==> src/rtl/sfr_pkg.sv <==
package sfr_pkg;
  typedef enum logic [1:0] {
    FS_MARK = 2'd0,
    FS_HUNT = 2'd1,
    FS_DATA = 2'd2,
    FS_PAR  = 2'd3
  } frame_st_t;

  localparam int BYTE_W = 8;
endpackage

==> src/rtl/rx_line_sync.sv <==
module rx_line_sync #(
  parameter int STAGES = 2
) (
  input  logic clk,
  input  logic rst_n,
  input  logic clk_in,
  input  logic dat_in,
  output logic shift_en,
  output logic dat_smp
);
  logic [STAGES-1:0] ck_s;
  logic [STAGES-1:0] dt_s;
  logic              ck_prev;

  always_ff @(posedge clk or negedge rst_n) begin
    if (!rst_n) begin
      ck_s    <= '0;
      dt_s    <= '1;
      ck_prev <= 1'b0;
    end else begin
      ck_s    <= {ck_s[STAGES-2:0], clk_in};
      dt_s    <= {dt_s[STAGES-2:0], dat_in};
      ck_prev <= ck_s[STAGES-1];
    end
  end

  assign shift_en = ck_s[STAGES-1] & ~ck_prev;
  assign dat_smp  = dt_s[STAGES-1];
endmodule

==> src/rtl/rx_framer.sv <==
module rx_framer
  import sfr_pkg::*;
#(
  parameter int   MARK_MIN = 10,
  parameter logic ODD_PAR  = 1'b1
) (
  input  logic              clk,
  input  logic              rst_n,
  input  logic              enable,
  input  logic              shift_en,
  input  logic              dat,
  output logic              byte_vld,
  output logic [BYTE_W-1:0] byte_dat,
  output logic              byte_perr
);
  localparam int MC_W = $clog2(MARK_MIN + 1);
  localparam int BC_W = $clog2(BYTE_W);

  frame_st_t         st;
  logic [MC_W-1:0]   mark_cnt;
  logic [BC_W-1:0]   bit_cnt;
  logic [BYTE_W-1:0] sh;

  always_ff @(posedge clk or negedge rst_n) begin
    if (!rst_n) begin
      st        <= FS_MARK;
      mark_cnt  <= '0;
      bit_cnt   <= '0;
      sh        <= '0;
      byte_vld  <= 1'b0;
      byte_dat  <= '0;
      byte_perr <= 1'b0;
    end else begin
      byte_vld <= 1'b0;
      if (!enable) begin
        st       <= FS_MARK;
        mark_cnt <= '0;
      end else if (shift_en) begin
        case (st)
          FS_MARK: begin
            if (!dat) mark_cnt <= '0;
            else if (mark_cnt == MC_W'(MARK_MIN - 1)) begin
              st       <= FS_HUNT;
              mark_cnt <= '0;
            end else mark_cnt <= mark_cnt + 1'b1;
          end
          FS_HUNT: begin
            if (!dat) begin
              st      <= FS_DATA;
              bit_cnt <= '0;
            end
          end
          FS_DATA: begin
            sh      <= {dat, sh[BYTE_W-1:1]};
            bit_cnt <= bit_cnt + 1'b1;
            if (bit_cnt == BC_W'(BYTE_W - 1)) st <= FS_PAR;
          end
          FS_PAR: begin
            byte_vld  <= 1'b1;
            byte_dat  <= sh;
            byte_perr <= ((^sh) ^ dat) != ODD_PAR;
            st        <= FS_HUNT;
          end
          default: st <= FS_MARK;
        endcase
      end
    end
  end
endmodule

==> src/rtl/rx_word_packer.sv <==
module rx_word_packer
  import sfr_pkg::*;
#(
  parameter int LEN_W      = 16,
  parameter int WORD_BYTES = 4
) (
  input  logic                         clk,
  input  logic                         rst_n,
  input  logic                         enable,
  input  logic                         byte_vld,
  input  logic [BYTE_W-1:0]            byte_dat,
  input  logic [LEN_W-1:0]             cfg_len,
  input  logic                         cfg_byte_rev,
  input  logic                         cfg_bit_rev,
  input  logic                         out_ready,
  output logic                         out_valid,
  output logic [WORD_BYTES*BYTE_W-1:0] out_data,
  output logic                         ovf_err
);
  localparam int WORD_W = WORD_BYTES * BYTE_W;
  localparam int LANE_W = $clog2(WORD_BYTES);

  logic [LANE_W-1:0] lane_cnt;
  logic [LANE_W-1:0] lane;
  logic [LEN_W-1:0]  pkt_cnt;
  logic [WORD_W-1:0] word, word_nxt;
  logic [BYTE_W-1:0] byte_mir, byte_in;
  logic              len_hit, push;

  for (genvar i = 0; i < BYTE_W; i++) begin : g_mir
    assign byte_mir[i] = byte_dat[BYTE_W-1-i];
  end

  assign byte_in = cfg_bit_rev ? byte_mir : byte_dat;
  assign lane    = cfg_byte_rev ? LANE_W'(WORD_BYTES - 1) - lane_cnt : lane_cnt;
  assign len_hit = (cfg_len != '0) && (pkt_cnt + LEN_W'(1) == cfg_len);
  assign push    = byte_vld && (lane_cnt == LANE_W'(WORD_BYTES - 1) || len_hit);

  always_comb begin
    word_nxt = word;
    for (int k = 0; k < WORD_BYTES; k++)
      if (lane == LANE_W'(k)) word_nxt[k*BYTE_W +: BYTE_W] = byte_in;
  end

  always_ff @(posedge clk or negedge rst_n) begin
    if (!rst_n) begin
      lane_cnt  <= '0;
      pkt_cnt   <= '0;
      word      <= '0;
      out_valid <= 1'b0;
      out_data  <= '0;
      ovf_err   <= 1'b0;
    end else if (!enable) begin
      lane_cnt  <= '0;
      pkt_cnt   <= '0;
      word      <= '0;
      out_valid <= 1'b0;
      ovf_err   <= 1'b0;
    end else begin
      out_valid <= 1'b0;
      if (out_valid && !out_ready) ovf_err <= 1'b1;
      if (byte_vld) begin
        pkt_cnt <= (len_hit || cfg_len == '0) ? '0 : pkt_cnt + 1'b1;
        if (push) begin
          out_valid <= 1'b1;
          out_data  <= word_nxt;
          word      <= '0;
          lane_cnt  <= '0;
        end else begin
          word     <= word_nxt;
          lane_cnt <= lane_cnt + 1'b1;
        end
      end
    end
  end
endmodule

==> src/rtl/sync_frame_rx.sv <==
module sync_frame_rx
  import sfr_pkg::*;
#(
  parameter int   MARK_MIN    = 10,
  parameter logic ODD_PAR     = 1'b1,
  parameter int   LEN_W       = 16,
  parameter int   SYNC_STAGES = 2
) (
  input  logic             clk,
  input  logic             rst_n,
  input  logic             rx_en,
  input  logic             rx_clk_in,
  input  logic             rx_dat_in,
  input  logic [LEN_W-1:0] cfg_len,
  input  logic             cfg_byte_rev,
  input  logic             cfg_bit_rev,
  output logic             out_valid,
  input  logic             out_ready,
  output logic [31:0]      out_data,
  output logic             par_err,
  output logic             ovf_err
);
  logic              shift_en, dat_smp;
  logic              byte_vld, byte_perr;
  logic [BYTE_W-1:0] byte_dat;

  rx_line_sync #(.STAGES(SYNC_STAGES)) u_sync (
    .clk(clk), .rst_n(rst_n), .clk_in(rx_clk_in), .dat_in(rx_dat_in),
    .shift_en(shift_en), .dat_smp(dat_smp)
  );

  rx_framer #(.MARK_MIN(MARK_MIN), .ODD_PAR(ODD_PAR)) u_frm (
    .clk(clk), .rst_n(rst_n), .enable(rx_en), .shift_en(shift_en),
    .dat(dat_smp), .byte_vld(byte_vld), .byte_dat(byte_dat),
    .byte_perr(byte_perr)
  );

  rx_word_packer #(.LEN_W(LEN_W), .WORD_BYTES(4)) u_pack (
    .clk(clk), .rst_n(rst_n), .enable(rx_en), .byte_vld(byte_vld),
    .byte_dat(byte_dat), .cfg_len(cfg_len), .cfg_byte_rev(cfg_byte_rev),
    .cfg_bit_rev(cfg_bit_rev), .out_ready(out_ready),
    .out_valid(out_valid), .out_data(out_data), .ovf_err(ovf_err)
  );

  always_ff @(posedge clk or negedge rst_n) begin
    if (!rst_n)                      par_err <= 1'b0;
    else if (!rx_en)                 par_err <= 1'b0;
    else if (byte_vld && byte_perr)  par_err <= 1'b1;
  end
endmodule

==> config.mk <==
export PLATFORM = sky130hd
export DESIGN_NAME = sync_frame_rx
export DESIGN_NICKNAME = d
export VERILOG_FILES = /design/src/rtl/sfr_pkg.sv /design/src/rtl/rx_line_sync.sv /design/src/rtl/rx_framer.sv /design/src/rtl/rx_word_packer.sv /design/src/rtl/sync_frame_rx.sv
export SDC_FILE = /design/constraint.sdc
export NUM_CORES = 1
export LEC_CHECK = 0
export BUFFER_PORTS_ARGS = -buffer_cell sky130_fd_sc_hd__clkbuf_2
export CAP_MARGIN = 10
export CORE_ASPECT_RATIO = 0.8
export CORE_MARGIN = 5
export CORE_UTILIZATION = 54
export CTS_CLUSTER_SIZE = 28
export DETAILED_ROUTE_END_ITERATION = 7
export PLACE_DENSITY = 0.89
export REMOVE_ABC_BUFFERS = 1
export SKIP_CTS_REPAIR_TIMING = 1
export SLEW_MARGIN = 20
export SYNTH_ARGS = -nofsm -noshare
export SYNTH_HDL_FRONTEND = slang
export SYNTH_HIERARCHICAL = 1
export SYNTH_SLANG_ARGS = --single-unit
==> constraint.sdc <==
create_clock -name clk -period 3.4 [get_ports clk]
set_clock_uncertainty 0.2 [all_clocks]
set_input_delay 0.51 -clock clk [delete_from_list [all_inputs] [get_ports clk]]
set_output_delay 0.51 -clock clk [all_outputs]
set_load 0.02 [all_outputs]
==> results.cfg <==
[outcome]
status = finished clean

[power]
power.density_mw_per_mm2 = 449
ir_drop_v = 0.000342
power_uw = 3290
cellLeakagePower_uw = 0.00361

[sta]
setup_ws_ns = 0.198
rsz0062_at_grt = false
slew_headroom = 0.483
final.min_clock_period_ns = 3.20
finalHoldViolations = 0
final-setup-viol-count = 0
slew_violations = 0
max_freq_ghz = 0.312
fin_hold_ws_ns = 0.156
period_share = 0.942
worstMarginPinSlew_ns = 0.770

[routing]
drt-initial-drc-count = 511
wirelength_mm = 15.4
drc = 0
ant_nets = 0
wl_per_cell_microns = 19.2
drt-vias-per-instance = 6.16
vias = 4944
dr.pass1.iters = 7

[yosys]
muxShareOfSynthArea = 0.115
synthesis.area_sq_mm = 0.00617
ys_ff_latch = 117
synth_top_family_by_area = compound AO/OA/AOI/OAI gates
avgSynthCellArea_sq_um = 10.9
yosysUniqueCellTypes = 63
synth-warning-count = 6
seq_area_frac_synth = 0.475
post_synth_fa_ha_maj_area_fraction = 0.0203
syn_inst = 567
synth_edf_count = 0
synth-xor-area-share = 0.0448
ys.flop_type = dfrtp_1
async_reset_ff_frac = 1.00
yosys.area_share.simple = 0.146
synth_compound_area_frac = 0.167

[placement]
dpl_worst_slack_ns = 0.150
dp.cells = 767
place.gp.congestion = 0.964
port_buffers = 58
hpwl_mm = 10.4
post_dp_cell_area_sq_mm = 0.00673

[clocking]
clk_path_buf_depth = 2
clk_latency_ns = 0.41
htreeDepth = 4
cts_tree = done
clkSinkCount = 117
cts-root-buf = clkbuf_16
numCtsBuffers = 17
clk_pin_slew_ns = 0.06

[worst_setup_path]
crit_top_cell = buf_4
path_buf_inv = 2
cp-end-kind = register
worst_ep_required_time_ns = 3.48
cp_slowest_cell = dfrtp_1
cpLargestDelayFamily = simple AND/OR/NAND/NOR gates
cp-start-kind = register
critPathKind = reg2reg
crit_path_max_incr_delay_ns = 0.46
cp_data_arrival_time_ns = 3.28
crit_chain = ha_1 > nand2_1 > nor3_2 > a41oi_1 > or3_1 > o41ai_4 > buf_4 > a211oi_1 > buf_4 > o2bb2ai_1
cp_max_fo = 8

[grt]
grt_use_met3 = 0.0561
grt_max_degree = 75
use_met1 = 0.311
grt_pass1_wl_mm = 25.2
grt-ovfl-total = 0
grtUsageTotal = 0.233
use_met2 = 0.366
antenna_found_initial = 0
top_usage_layer = met2
grt_pass1_vias = 5051

[floorplanning]
die_area_sq_mm = 0.0137
std_cell_rows = 34
ios = 59
initial_core_util = 0.560
die_x_microns = 130
die_y_microns = 106
core_sq_mm = 0.0110

[final_layout]
final_common_cell = dfrtp_1
drive_gt1_frac = 0.260
fin_area_sq_mm = 0.00734
fin_cells = 802
area_delta_synth_final_pct = 18.9
antenna_cells = 0
layout.nets = 679
layout_common_cells = dfrtp_1, clkbuf_2, nand2_1

[job]
cap_violations = 0

[worst_hold_path]
hold_class = reg2reg
sequential cells by signal, summed over array words and instances, names as in the netlist, 2 cells and up:
name and count:
u_frm/byte_dat 8, u_frm/st 2, u_sync/dt_s 2, u_frm/mark_cnt 4, u_pack/word 32, u_frm/sh 8, u_pack/out_data 32, u_pack/pkt_cnt 16
u_sync/ck_s 2, u_frm/bit_cnt 3, u_pack/lane_cnt 2
layout make-up:
type	instances	area [sq um]
fillers	776	3680
multi-input cells	409	3050
repair buffers	89	558
inverters	11	41.3
well taps	144	180
clock buffers	17	425
clock inverters	15	150
flip-flops and latches	117	2930
logic make-up after synthesis:
| family | count (synthesis) |
|---|---|
| mux | 55 |
| compound gates | 139 |
| flops | 117 |
| buf+inv | 41 |
| fa+ha+maj | 10 |
| xor+xnor | 30 |
| simple gates | 175 |
path summary, 6_finish.rpt:
kind	from	end	slack, ns	cells after the start
min reg2reg	u_sync/dt_s[0]$_DFF_PN1_	u_sync/dt_s[1]$_DFF_PN1_	0.16	0
min in group asynchronous	rst_n	u_frm/bit_cnt[2]$_DFFE_PN0P_	0.45	2
max	u_pack/pkt_cnt[0]$_DFFE_PN0P_	u_pack/word[23]$_DFFE_PN0P_	0.20	10
min	u_sync/dt_s[0]$_DFF_PN1_	u_sync/dt_s[1]$_DFF_PN1_	0.16	0
max reg2reg	u_pack/pkt_cnt[0]$_DFFE_PN0P_	u_pack/word[23]$_DFFE_PN0P_	0.20	10
max in group asynchronous	rst_n	u_pack/word[6]$_DFFE_PN0P_	1.76	3
metal layers:
layer | vias up | wire (microns) | share of wire
li1 | 2234 | - | -
met1 | 2420 | 6300 | 0.41
met3 | 38 | 1240 | 0.081
met5 | - | 0 | 0
met2 | 252 | 7530 | 0.49
met4 | 0 | 351 | 0.023
through the flow:
stage	util	TNS, ns
5_1_grt	0.666	0
4_1_cts	0.663	0
3_3_place_gp	0.610	0
6_report	0.666	0
3_5_place_dp	0.610	0
2_1_floorplan	-	-2.94
Yosys cell counts, drive strengths merged (2+ instances only):
| cell | n | share of area |
|---|---|---|
| o21ai | 16 | 0.013 |
| ha | 10 | 0.020 |
| nand3b | 4 | 0.0049 |
| a22oi | 2 | 0.0024 |
| mux2 | 41 | 0.092 |
| nor4 | 10 | 0.010 |
| dfrtp | 115 | 0.47 |
| a41o | 9 | 0.015 |
| nand4 | 9 | 0.0091 |
| a211oi | 6 | 0.0073 |
| and2 | 7 | 0.0071 |
| a21o | 6 | 0.0073 |
| xor2 | 8 | 0.011 |
| o311ai | 2 | 0.0028 |
| a22o | 7 | 0.0099 |
| nor2b | 7 | 0.0083 |
| o2bb2ai | 34 | 0.048 |
| dfstp | 2 | 0.0085 |
| xnor2 | 21 | 0.030 |
| nand3 | 10 | 0.0089 |
| inv | 11 | 0.0067 |
| and3 | 3 | 0.0030 |
| a21oi | 39 | 0.032 |
| nor2 | 43 | 0.027 |
| nand2 | 45 | 0.029 |
| buf | 10 | 0.011 |
| and4 | 3 | 0.0043 |
| o41ai | 2 | 0.0059 |
| a21bo | 2 | 0.0032 |
| mux2i | 14 | 0.023 |
| a31oi | 2 | 0.0020 |
| or3 | 9 | 0.0091 |
| nand2b | 17 | 0.017 |
| nor3 | 4 | 0.0032 |
| clkbuf | 20 | 0.014 |
where the power goes:
part	internal [uW]	switching [uW]	total, uW
clock	977	749	1730
combinational	58.1	99.5	158
sequential	1400	8.31	1410
total	2440	857	3290
(Power assumes the default switching activity.)
